<file path="src/rtl/wdg_pkg.sv">
package wdg_pkg;

    typedef enum logic [1:0] {
        WS_OFF   = 2'd0,
        WS_ARMED = 2'd1,
        WS_IRQ   = 2'd2,
        WS_PULSE = 2'd3
    } wdg_state_e;

    localparam logic [1:0] RA_CTRL  = 2'd0;
    localparam logic [1:0] RA_FLAGS = 2'd1;
    localparam logic [1:0] RA_TEST  = 2'd2;

    localparam int MULT_W = 5;
    localparam int RES_W  = 2;
    localparam int UNIT_W = 7;

    // ticks per unit: 1, 4, 16, 64
    function automatic logic [UNIT_W-1:0] unit_ticks(input logic [RES_W-1:0] res);
        return UNIT_W'(1) << (2 * res);
    endfunction

endpackage

</file>
<file path="src/rtl/wdg_regs.sv">
module wdg_regs
    import wdg_pkg::*;
(
    input  logic       clk,
    input  logic       rst_n,
    input  logic       wr_en,
    input  logic       rd_en,
    input  logic [1:0] addr,
    input  logic [7:0] wdata,
    input  logic       self_clr,
    input  logic       wf,
    output logic [7:0] rdata,
    output logic [7:0] ctrl_q,
    output logic       test_q,
    output logic       ctrl_access,
    output logic       flags_rd
);

    assign ctrl_access = (wr_en || rd_en) && (addr == RA_CTRL);
    assign flags_rd    = rd_en && (addr == RA_FLAGS);

    always_ff @(posedge clk) begin
        if (!rst_n) begin
            ctrl_q <= 8'h00;
            test_q <= 1'b0;
        end else begin
            if (self_clr) begin
                ctrl_q <= 8'h00;
                test_q <= 1'b0;
            end else if (wr_en) begin
                if (addr == RA_CTRL) ctrl_q <= wdata;
                if (addr == RA_TEST) test_q <= wdata[0];
            end
        end
    end

    always_comb begin
        unique case (addr)
            RA_CTRL:  rdata = ctrl_q;
            RA_FLAGS: rdata = {wf, 7'b0};
            RA_TEST:  rdata = {7'b0, test_q};
            default:  rdata = 8'h00;
        endcase
    end

    // a self-clear and a write in the same cycle leave the byte cleared
    p_clear_wins_r6: assert property (@(posedge clk) disable iff (!rst_n)
        self_clr |=> (ctrl_q == 8'h00 && !test_q));

endmodule

</file>
<file path="src/rtl/wdg_timer.sv">
module wdg_timer
    import wdg_pkg::*;
#(
    parameter int LIMIT_W = MULT_W + UNIT_W
)(
    input  logic              clk,
    input  logic              rst_n,
    input  logic              armed,
    input  logic              restart,
    input  logic              tick,
    input  logic [MULT_W-1:0] mult,
    input  logic [RES_W-1:0]  res,
    output logic              timeout
);

    logic [LIMIT_W-1:0] cnt;
    logic [LIMIT_W-1:0] limit;

    assign limit   = LIMIT_W'(mult) * LIMIT_W'(unit_ticks(res));
    assign timeout = armed && tick && !restart && (limit != '0)
                     && (cnt == limit - LIMIT_W'(1));

    always_ff @(posedge clk) begin
        if (!rst_n || !armed || restart) cnt <= '0;
        else if (tick && !timeout)       cnt <= cnt + LIMIT_W'(1);
    end

    // the count never reaches the programmed limit
    p_below_limit_r2: assert property (@(posedge clk) disable iff (!rst_n)
        (armed && limit != '0) |-> (cnt < limit));

    // an access leaves the count at zero in the next cycle
    p_restart_r3: assert property (@(posedge clk) disable iff (!rst_n)
        restart |=> (cnt == '0));

endmodule

</file>
<file path="src/rtl/wdg_ctrl.sv">
module wdg_ctrl
    import wdg_pkg::*;
#(
    parameter int PULSE_TICKS = 2
)(
    input  logic clk,
    input  logic rst_n,
    input  logic ctrl_nonzero,
    input  logic steer,
    input  logic timeout,
    input  logic tick,
    input  logic ctrl_access,
    input  logic flags_rd,
    output logic armed,
    output logic wf,
    output logic pulse_n,
    output logic self_clr
);

    localparam int PC_W = $clog2(PULSE_TICKS + 1);

    wdg_state_e state, nxt;
    logic [PC_W-1:0] pcnt;
    logic            pulse_done;

    assign pulse_done = tick && (pcnt == PC_W'(PULSE_TICKS - 1));

    always_comb begin
        nxt = state;
        unique case (state)
            WS_OFF:   if (ctrl_nonzero) nxt = WS_ARMED;
            WS_ARMED: if (!ctrl_nonzero) nxt = WS_OFF;
                      else if (timeout)  nxt = steer ? WS_PULSE : WS_IRQ;
            WS_IRQ:   if (ctrl_access || flags_rd) nxt = WS_ARMED;
            WS_PULSE: if (pulse_done) nxt = ctrl_nonzero ? WS_ARMED : WS_OFF;
            default:  nxt = WS_OFF;
        endcase
    end

    always_ff @(posedge clk) begin
        if (!rst_n) state <= WS_OFF;
        else        state <= nxt;
    end

    always_ff @(posedge clk) begin
        if (!rst_n || state != WS_PULSE) pcnt <= '0;
        else if (tick)                   pcnt <= pcnt + PC_W'(1);
    end

    always_comb begin
        armed    = (state == WS_ARMED);
        wf       = (state == WS_IRQ);
        pulse_n  = (state != WS_PULSE);
        self_clr = (state == WS_ARMED) && ctrl_nonzero && timeout && steer;
    end

    // the flag holds until an access clears it
    p_flag_hold_r5: assert property (@(posedge clk) disable iff (!rst_n)
        (wf && !flags_rd && !ctrl_access) |=> wf);

    // the pulse lasts until its tick count is reached
    p_pulse_hold_r6: assert property (@(posedge clk) disable iff (!rst_n)
        (!pulse_n && !tick) |=> !pulse_n);

    // the flag stays clear while the reset pulse is active
    p_pulse_no_flag_r6: assert property (@(posedge clk) disable iff (!rst_n)
        !(wf && !pulse_n));

endmodule

</file>
<file path="src/rtl/wdg_ftest.sv">
module wdg_ftest (
    input  logic clk,
    input  logic rst_n,
    input  logic tick_fast,
    input  logic enable,
    output logic wave
);

    logic sq;

    always_ff @(posedge clk) begin
        if (!rst_n)         sq <= 1'b0;
        else if (tick_fast) sq <= ~sq;
    end

    assign wave = enable && sq;

    // the square wave only changes on a fast tick
    p_wave_step_r7: assert property (@(posedge clk) disable iff (!rst_n)
        !tick_fast |=> $stable(sq));

endmodule

</file>
<file path="src/rtl/wdog_steer.sv">
module wdog_steer
    import wdg_pkg::*;
#(
    parameter int PULSE_TICKS = 2
)(
    input  logic       clk,
    input  logic       rst_n,
    input  logic       tick_slow,
    input  logic       tick_fast,
    input  logic       alarm_irq_en,
    input  logic       reg_wr,
    input  logic       reg_rd,
    input  logic [1:0] reg_addr,
    input  logic [7:0] reg_wdata,
    output logic [7:0] reg_rdata,
    output logic       irq_n,
    output logic       rst_out_n,
    output logic       wd_flag
);

    logic [7:0] ctrl_q;
    logic       test_q, ctrl_access, flags_rd;
    logic       armed, wf, pulse_n, self_clr, timeout;
    logic       steer, ctrl_nonzero, ft_en, ft_wave;

    assign steer        = ctrl_q[7];
    assign ctrl_nonzero = (ctrl_q != 8'h00);

    wdg_regs u_regs (
        .clk(clk), .rst_n(rst_n), .wr_en(reg_wr), .rd_en(reg_rd),
        .addr(reg_addr), .wdata(reg_wdata), .self_clr(self_clr), .wf(wf),
        .rdata(reg_rdata), .ctrl_q(ctrl_q), .test_q(test_q),
        .ctrl_access(ctrl_access), .flags_rd(flags_rd)
    );

    wdg_timer u_timer (
        .clk(clk), .rst_n(rst_n), .armed(armed), .restart(ctrl_access),
        .tick(tick_slow), .mult(ctrl_q[6:2]), .res(ctrl_q[1:0]),
        .timeout(timeout)
    );

    wdg_ctrl #(.PULSE_TICKS(PULSE_TICKS)) u_ctrl (
        .clk(clk), .rst_n(rst_n), .ctrl_nonzero(ctrl_nonzero), .steer(steer),
        .timeout(timeout), .tick(tick_slow), .ctrl_access(ctrl_access),
        .flags_rd(flags_rd), .armed(armed), .wf(wf), .pulse_n(pulse_n),
        .self_clr(self_clr)
    );

    assign ft_en = test_q && !alarm_irq_en && (steer || !ctrl_nonzero);

    wdg_ftest u_ftest (
        .clk(clk), .rst_n(rst_n), .tick_fast(tick_fast),
        .enable(ft_en), .wave(ft_wave)
    );

    assign irq_n     = !(wf || ft_wave);
    assign rst_out_n = pulse_n;
    assign wd_flag   = wf;

    // the pulse starts with the byte and test bit already cleared
    p_selfclear_r6: assert property (@(posedge clk) disable iff (!rst_n)
        $fell(rst_out_n) |-> (ctrl_q == 8'h00 && !test_q));

    // a watchdog steered to the interrupt masks the test wave
    p_prio_r8: assert property (@(posedge clk) disable iff (!rst_n)
        (!steer && ctrl_nonzero && !wd_flag) |-> irq_n);

    // a zero byte outside a pulse leaves the flag clear
    p_zero_off_r4: assert property (@(posedge clk) disable iff (!rst_n)
        (ctrl_q == 8'h00 && rst_out_n) |=> !wd_flag);

endmodule

</file>
<file path="config.mk">
export PLATFORM = sky130hd
export DESIGN_NAME = wdog_steer
export DESIGN_NICKNAME = d
export VERILOG_FILES = /design/src/rtl/wdg_pkg.sv /design/src/rtl/wdg_regs.sv /design/src/rtl/wdg_timer.sv /design/src/rtl/wdg_ctrl.sv /design/src/rtl/wdg_ftest.sv /design/src/rtl/wdog_steer.sv
export SDC_FILE = /design/constraint.sdc
export NUM_CORES = 1
export LEC_CHECK = 0
export ABC_AREA = 1
export BUFFER_PORTS_ARGS = -buffer_cell sky130_fd_sc_hd__clkbuf_2
export CAP_MARGIN = 20
export CORE_MARGIN = 8
export CORE_UTILIZATION = 30
export DETAILED_ROUTE_END_ITERATION = 10
export SYNTH_ARGS = -nofsm -noshare
export SYNTH_HDL_FRONTEND = slang
export SYNTH_SLANG_ARGS = --single-unit
</file>
<file path="constraint.sdc">
create_clock -name clk -period 5.1 [get_ports clk]
set_clock_uncertainty 0.1 [all_clocks]
set_input_delay 0.255 -clock clk [delete_from_list [all_inputs] [get_ports clk]]
set_output_delay 0.255 -clock clk [all_outputs]
set_load 0.05 [all_outputs]
</file>
Yosys cells after proc, flatten, opt, wreduce, memory -nomap -nowiden
Cells that the tools add are included.
{"block": "classes", "addsub": 3, "multipliers": 1, "n_eq_ne": 12, "shift": 1, "mux": 9, "n_bitwise": 2, "reduce_logical": 36}
{"op": "$pmux W8 S3", "n": 1}
{"op": "$logic_and A1 B1 Y1", "n": 14}
{"op": "$add A12 B1 Y12 const B", "n": 1}
{"op": "$eq A12 B12 Y1", "n": 1}
{"op": "$mul A5 B7 Y12", "n": 1}
{"op": "$reduce_bool A12 Y1", "n": 1}
{"op": "$sub A12 B1 Y12 const B", "n": 1}
{"op": "$mux W2", "n": 5}
{"op": "$pmux W2 S4", "n": 1}
{"op": "$reduce_bool A8 Y1", "n": 1}
{"op": "$logic_not A1 Y1", "n": 7}
{"op": "$logic_or A1 B1 Y1", "n": 7}
{"op": "$shl A1 B3 Y7 const A", "n": 1}
{"op": "$eq A2 B1 Y1 const B", "n": 3}
{"op": "$eq A2 B2 Y1 const B", "n": 3}
{"op": "$ne A2 B1 Y1 const B", "n": 3}
{"op": "$logic_not A2 Y1", "n": 2}
{"op": "$reduce_and A2 Y1", "n": 2}
{"op": "$reduce_and A4 Y1", "n": 1}
{"op": "$ne A3 B3 Y1 const B", "n": 1}
{"op": "$add A2 B1 Y2 const B", "n": 1}
{"op": "$mux W1", "n": 2}
{"op": "$ne A2 B2 Y1 const B", "n": 1}
{"op": "$not A1 Y1", "n": 2}
{"op": "$reduce_or A2 Y1", "n": 1}
{"block": "totals", "reg_bits": 26, "input_bits": 17}

Depth between registers and ports, before layout
{"block": "depth", "ltp_word": 9, "depth_mapped": 28}

By module
A second synthesis with hierarchy kept.
{"block": "hier_totals", "cells_unflattened": 466, "hier_area_um2": 2757.6}
{"module": "wdg_timer", "n_inst": 1, "cells_each": 319, "area_per_inst_um2": 1886.8}
{"module": "wdg_regs", "n_inst": 1, "cells_each": 85, "area_per_inst_um2": 518.0}
{"module": "wdg_ctrl", "n_inst": 1, "cells_each": 42, "area_per_inst_um2": 259.0}
{"module": "wdog_steer", "n_inst": 1, "cells_each": 13, "area_per_inst_um2": 51.3}
{"module": "wdg_ftest", "n_inst": 1, "cells_each": 7, "area_per_inst_um2": 42.5}

Least setup slack after synthesis
Ideal clock, no wire load.
{"block": "synth_path", "path_type": "reg-to-reg", "from": "reg u_regs.ctrl_q[0]", "to": "reg u_regs.test_q", "setup_ns": 0.132, "arrival_ns": 3.200, "required_ns": 4.868, "path_slack_ns": 1.668, "stages_incl_launch_ff": 24, "path_buffers": 0, "synth_period_minus_slack_ns": 3.432, "cell_sequence": "dfxtp_1 > inv_1 > nor2_1 > inv_1 > nor2_1 > ha_1 > inv_1 > fa_1 > inv_1 > fa_1 > nand3_1 > nand2_1 > nand2_1 > nand2_1 > nand2_1 > nand2_1 > nor2_2 > nand2_1 > nand3_1 > nand2_1 > nor2_2 > nand3_4 > o21ai_2 > a21oi_1"}
{"block": "synth_between", "elab_chain_cells": 8}
{"item": "from (decl)", "line_no": "wdg_regs.sv:13", "source": "output logic [7:0] ctrl_q,"}
{"item": "from (signal assigned)", "line_no": "wdg_regs.sv:31", "source": "if (addr == RA_CTRL) ctrl_q <= wdata;"}
{"item": "$shl A1 B3 Y7", "line_no": "wdg_pkg.sv:20", "source": "return UNIT_W'(1) << (2 * res);"}
{"item": "$mul A5 B7 Y12", "line_no": "wdg_timer.sv:19", "source": "assign limit = LIMIT_W'(mult) * LIMIT_W'(unit_ticks(res));"}
{"item": "$sub A12 B1 Y12 or $reduce_bool A12 Y1 (tied branches)", "line_no": "wdg_timer.sv:21, wdg_timer.sv:20"}
{"item": "$eq A12 B12 Y1 or $logic_and A1 B1 Y1 (tied branches)", "line_no": "wdg_timer.sv:21, wdg_timer.sv:20"}
{"item": "$logic_and A1 B1 Y1", "line_no": "wdg_timer.sv:21", "source": "&& (cnt == limit - LIMIT_W'(1));"}
{"item": "$logic_and A1 B1 Y1 * (2 in a row)", "line_no": "wdg_ctrl.sv:54", "source": "self_clr = (state == WS_ARMED) && ctrl_nonzero && timeout && steer;"}
{"item": "$reduce_or A2 Y1 (no line) *"}
{"item": "to (signal assigned)", "line_no": "wdg_regs.sv:32", "source": "if (addr == RA_TEST) test_q <= wdata[0];"}
{"item": "to (decl)", "line_no": "wdg_regs.sv:14", "source": "output logic test_q,"}
Every way passes the cells marked *; elsewhere a longest branch is shown, timed or not.
A chain may end at the register's enable or synchronous reset.

Final worst setup path
Ends and elaborated chain as after synthesis.

==> results by stage <==
Placement:
- Detailed placement finished with a half-perimeter wire length of slightly below 5000 um.
- The final weighted congestion in routability-driven placement is around 0.84.
- The total placed cells including tap cells is about 550.
- The worst setup timing slack at the placement stage is about 1.1 ns.
- Buffers placed on the I/O ports in this run total 27.
- The instance area at placement is 2773 um^2.

Power and ir drop:
- The sequential share of power is 41.0%.
- The share of total power dissipated in combinational logic is about a third.
- The worst ir drop on vdd is 0.0001655 V.
- The static leakage is approximately 1.4 nW.
- The overall power consumption is between 0.5 and 0.6 mW.
- The cell internal power dissipation is 0.3460 mW.
- For this design the total switching power over the nets is between 0.2 and 0.25 mW.
- The power share of the clock group is between 20% and 30%.
- The switching power as a share of total power is a little under two fifths.
- In this run the power density over the cells is roughly 190 nW/um^2.

GRT:
- The maximum number of pins on one net before global-route repair is 17.
- The via count of the first global-routing pass came to 2,607.
- For this run, the total global-route usage over all layers was measured as roughly 11%.
- The first global-routing pass estimated between 10,000 and 15,000 um of wire.
- The number of antenna violations at the first check in global routing was 0.
- Global routing finished with a remaining overflow of 0.

Floorplan:
- The die covers 11,660 um^2.
- The count of pins on the block boundary is 28.
- For this configuration, the core starts out at a cell density of 30.88%.
- The die is 108.0 um tall.
- The number of cell rows is 33.
- The width of the die is between 100 and 150 um.
- The core region is ~8000 um^2.

Synthesis:
- Among all flip-flop cells after synthesis, the most frequent one is sky130_fd_sc_hd__dfxtp_1.
- In this run the mean area of a mapped cell was slightly above 6 um^2.
- Sorting the synthesized cells by area gives the leading types as sky130_fd_sc_hd__dfxtp_1 21%, sky130_fd_sc_hd__nand2_1 18%, sky130_fd_sc_hd__inv_1 8.3%.
- The area fraction of the dominant cell type after synthesis is roughly 20%.
- The synthesized design spends more area on one cell type than any other, namely sky130_fd_sc_hd__dfxtp_1.
- The sequential share of the synthesized area is ~21%.
- Counting every instance in the synthesized netlist gives 419.
- Yosys printed 0 warnings.
- Yosys mapped a number of flops with a built-in enable equal to 0.
- The number of nets in the synthesized netlist is between 400 and 500.
- Counting instances in the post-synthesis netlist gives the leading cell types as 119 x sky130_fd_sc_hd__nand2_1, 56 x sky130_fd_sc_hd__inv_1, 53 x sky130_fd_sc_hd__nor2_1, 42 x sky130_fd_sc_hd__nand3_1, 26 x sky130_fd_sc_hd__dfxtp_1.
- Yosys mapped the design onto 35 distinct sky130hd cell types.
- The synthesized netlist occupies a cell area of around 2500 um^2.
- Among all cell types in the netlist, the one instantiated most often is sky130_fd_sc_hd__nand2_1.
- For this run, asynchronously set or reset flops after synthesis account for 0%.
- In this run, synthesis produced a sequential element count of 26.

Layout:
- The final standard cell utilization of the core is between 30 and 40%.
- The share of layout cells above drive strength 1 is 13.71%.
- In the final design database the tool counted between 400 and 500 nets.
- The number of antenna cells inserted is 0.
- For this run, the number of standard cells in the final layout without fillers is 550.
- The layout-stage area growth over the synthesis result is 11.44%.
- With fillers left out, the area of the finished cells amounts to 2828 um^2.

Clock network:
- The number of clock sinks seen by CTS is 26.
- The clock-pin slew on the worst setup and hold paths is 0.08 ns.
- The number of buffers added for setup after CTS is 0.
- CTS built an H-tree with a depth of 1.
- The clock tree from TritonCTS is yes.
- For this design, the CTS-stage hold fixing added 0 buffers.
- After clock tree synthesis, the repair step resized 0 gates.
- The cell chosen for the clock root is sky130_fd_sc_hd__clkbuf_8.
- The clock passes through at most 2 buffers.
- The number of clock buffers added by TritonCTS is 3.
- Clock latency on the worst-skew pair, taken at its later pin, is about 0.27 ns.

STA:
- The worst hold slack after final layout is ~0.13 ns.
- Setup repair after global routing left no endpoint under its margin.
- The final clock period utilization by the worst path is between 70% and 80%.
- The worst max-slew margin expressed relative to the limit is between 60% and 70%.
- The setup TNS after final layout is 0 ns.
- The maximum achievable frequency is about 0.25 GHz.
- The worst setup margin is 1.098 ns.
- The number of max-slew violations in the final report is 0.
- The number of failing hold endpoints at the final stage is 0.
- Setup violations remaining at the end of the flow were counted as 0.
- The transition time at the pin with the least slew margin is around 0.48 ns.
- Subtracting the final worst setup slack from the clock period gives around 4 ns.

Run:
- The max-capacitance violation count is 0.

Worst setup path:
- The slowest stage of the critical path belongs to the cell sky130_fd_sc_hd__fa_1.
- The critical path required time is ~5.1 ns.
- The kind of capture point of the worst setup path is a register.
- The cell that appears most often on the critical path is sky130_fd_sc_hd__nand2_1.
- In this run the worst path has a maximum fanout of 13.
- The worst stage delay on the critical path is about 0.50 ns.
- The kind of cell with the highest combined delay along the critical path is simple AND/OR/NAND/NOR gates.
- The kind of launch point of the worst setup path is a register.
- STA puts the critical path data arrival time at about 4 ns.
- Counting both buffers and inverters, the worst setup path holds a total of 4.
- The setup slack of the most critical reg-to-reg path is 1.10 ns.
- Traced cell by cell, the critical path runs through inv_1 -> nor2_1 -> inv_1 -> nor2_1 -> ha_1 -> inv_1 -> fa_1 -> inv_1 -> fa_1 -> nand3_1 -> nand2_1 -> nand2_1 -> nand2_1 -> nand2_1 -> nand2_1 -> nor2_2 -> nand2_1 -> nand3_1 -> nand2_1 -> nor2_2 -> nand3_4 -> o21ai_2 -> a21oi_1.
- The critical path is of the register to register type.

Route:
- The via count is between 2,000 and 3,000.
- The routed design has ~5700 um of wire.
- The per-cell routed wire length is approximately 10 um.
- The pre-antenna-repair detailed-routing pass consisted of 4 iterations.
- The mean number of vias per cell is 4.560.
- In this run the remaining antenna-violating nets after routing total 0.
- The detailed router finished its first iteration with a little over 90 violations.
- For this run, design rule violations remaining after detail routing come to 0.

Hold path:
- The min-delay analysis places its worst path in the category input port to register.

Run status:
- The flow ran to the end, and the final reports show no timing, DRC or antenna violations.
-- layout make-up --
type	instances	area (um^2)
inverter	66	247.7
clock buffer	4	55.05
multi-input combinational	322	1738
sequential	26	520.5
tap	105	131.4
fill	905	5389
timing repair buffer	27	135.1
-- cell usage in the layout (no fill, tap or decap), drive strengths merged --
cell type  netlist  layout
nand3           44      44
nand4            5       5
a21oi           16      16
fa               4       4
nor2            63      63
o21bai           1       1
inv             64      64
nand2          126     126
o211a            1       1
nor3             8       8
xnor2            3       3
o221ai           1       1
ha              16      16
or2              1       1
clkbuf           3      31
o21ai           17      17
nand3b           3       3
clkinv           2       2
o211ai           1       1
nor4             1       1
xor2            11      11
dfxtp           26      26
-- cell families after synthesis --
family | count (synthesis) | synth area share, %
AND/OR/NAND/NOR | 251 | 44.63
adder cells (fa/ha/maj) | 20 | 11.05
XOR/XNOR | 14 | 4.832
flip-flops | 26 | 20.51
buffers and inverters | 71 | 11.00
AO/OA/AOI/OAI | 37 | 7.988
-- worst min-delay path, delay by kind of cell --
kind                      cells  cell delay [ns]
buffers and inverters         1             0.08
and+or+nand+nor               1             0.07
xor gates and xnor gates      1             0.05
-- routing by layer --
metal  part of all wire (%)  up-vias  global-route usage (%)
li1                       -     1372                       -
met1                     49     1112                   12.58
met2                     48       20                   19.92
met3                    1.9        4                   1.666
met4                   0.77        0                   2.478
met5                      0        -                       0
-- final timing paths --
path	endpoint	cells past startpoint	start
max	u_regs.test_q$_SDFFE_PP0P_	23	u_regs.ctrl_q[0]$_SDFFE_PP0P_
min	u_ftest.sq$_SDFFE_PN0P_	3	tick_fast
max reg2reg	u_regs.test_q$_SDFFE_PP0P_	23	u_regs.ctrl_q[0]$_SDFFE_PP0P_
min reg2reg	u_ctrl.pcnt[1]$_SDFFE_PP0P_	2	u_ctrl.pcnt[1]$_SDFFE_PP0P_
-- registers in the layout (all words and copies together), names as in the netlist --
register	flops
u_timer.cnt	12
u_regs.ctrl_q	8
u_ctrl.pcnt	2
u_ctrl.state	2
u_ftest.sq	1
u_regs.test_q	1
-- power by group through the flow --
stage / registers [mW] / logic, mW / clock network [mW]
2_1_floorplan: 0.228 / 0.153 / 0
3_3_place_gp: 0.230 / 0.190 / 0
3_5_place_dp: 0.230 / 0.194 / 0
4_1_cts: 0.225 / 0.195 / 0.137
5_1_grt: 0.227 / 0.222 / 0.147
6_report: 0.225 / 0.193 / 0.131
(Power assumes the default switching activity.)
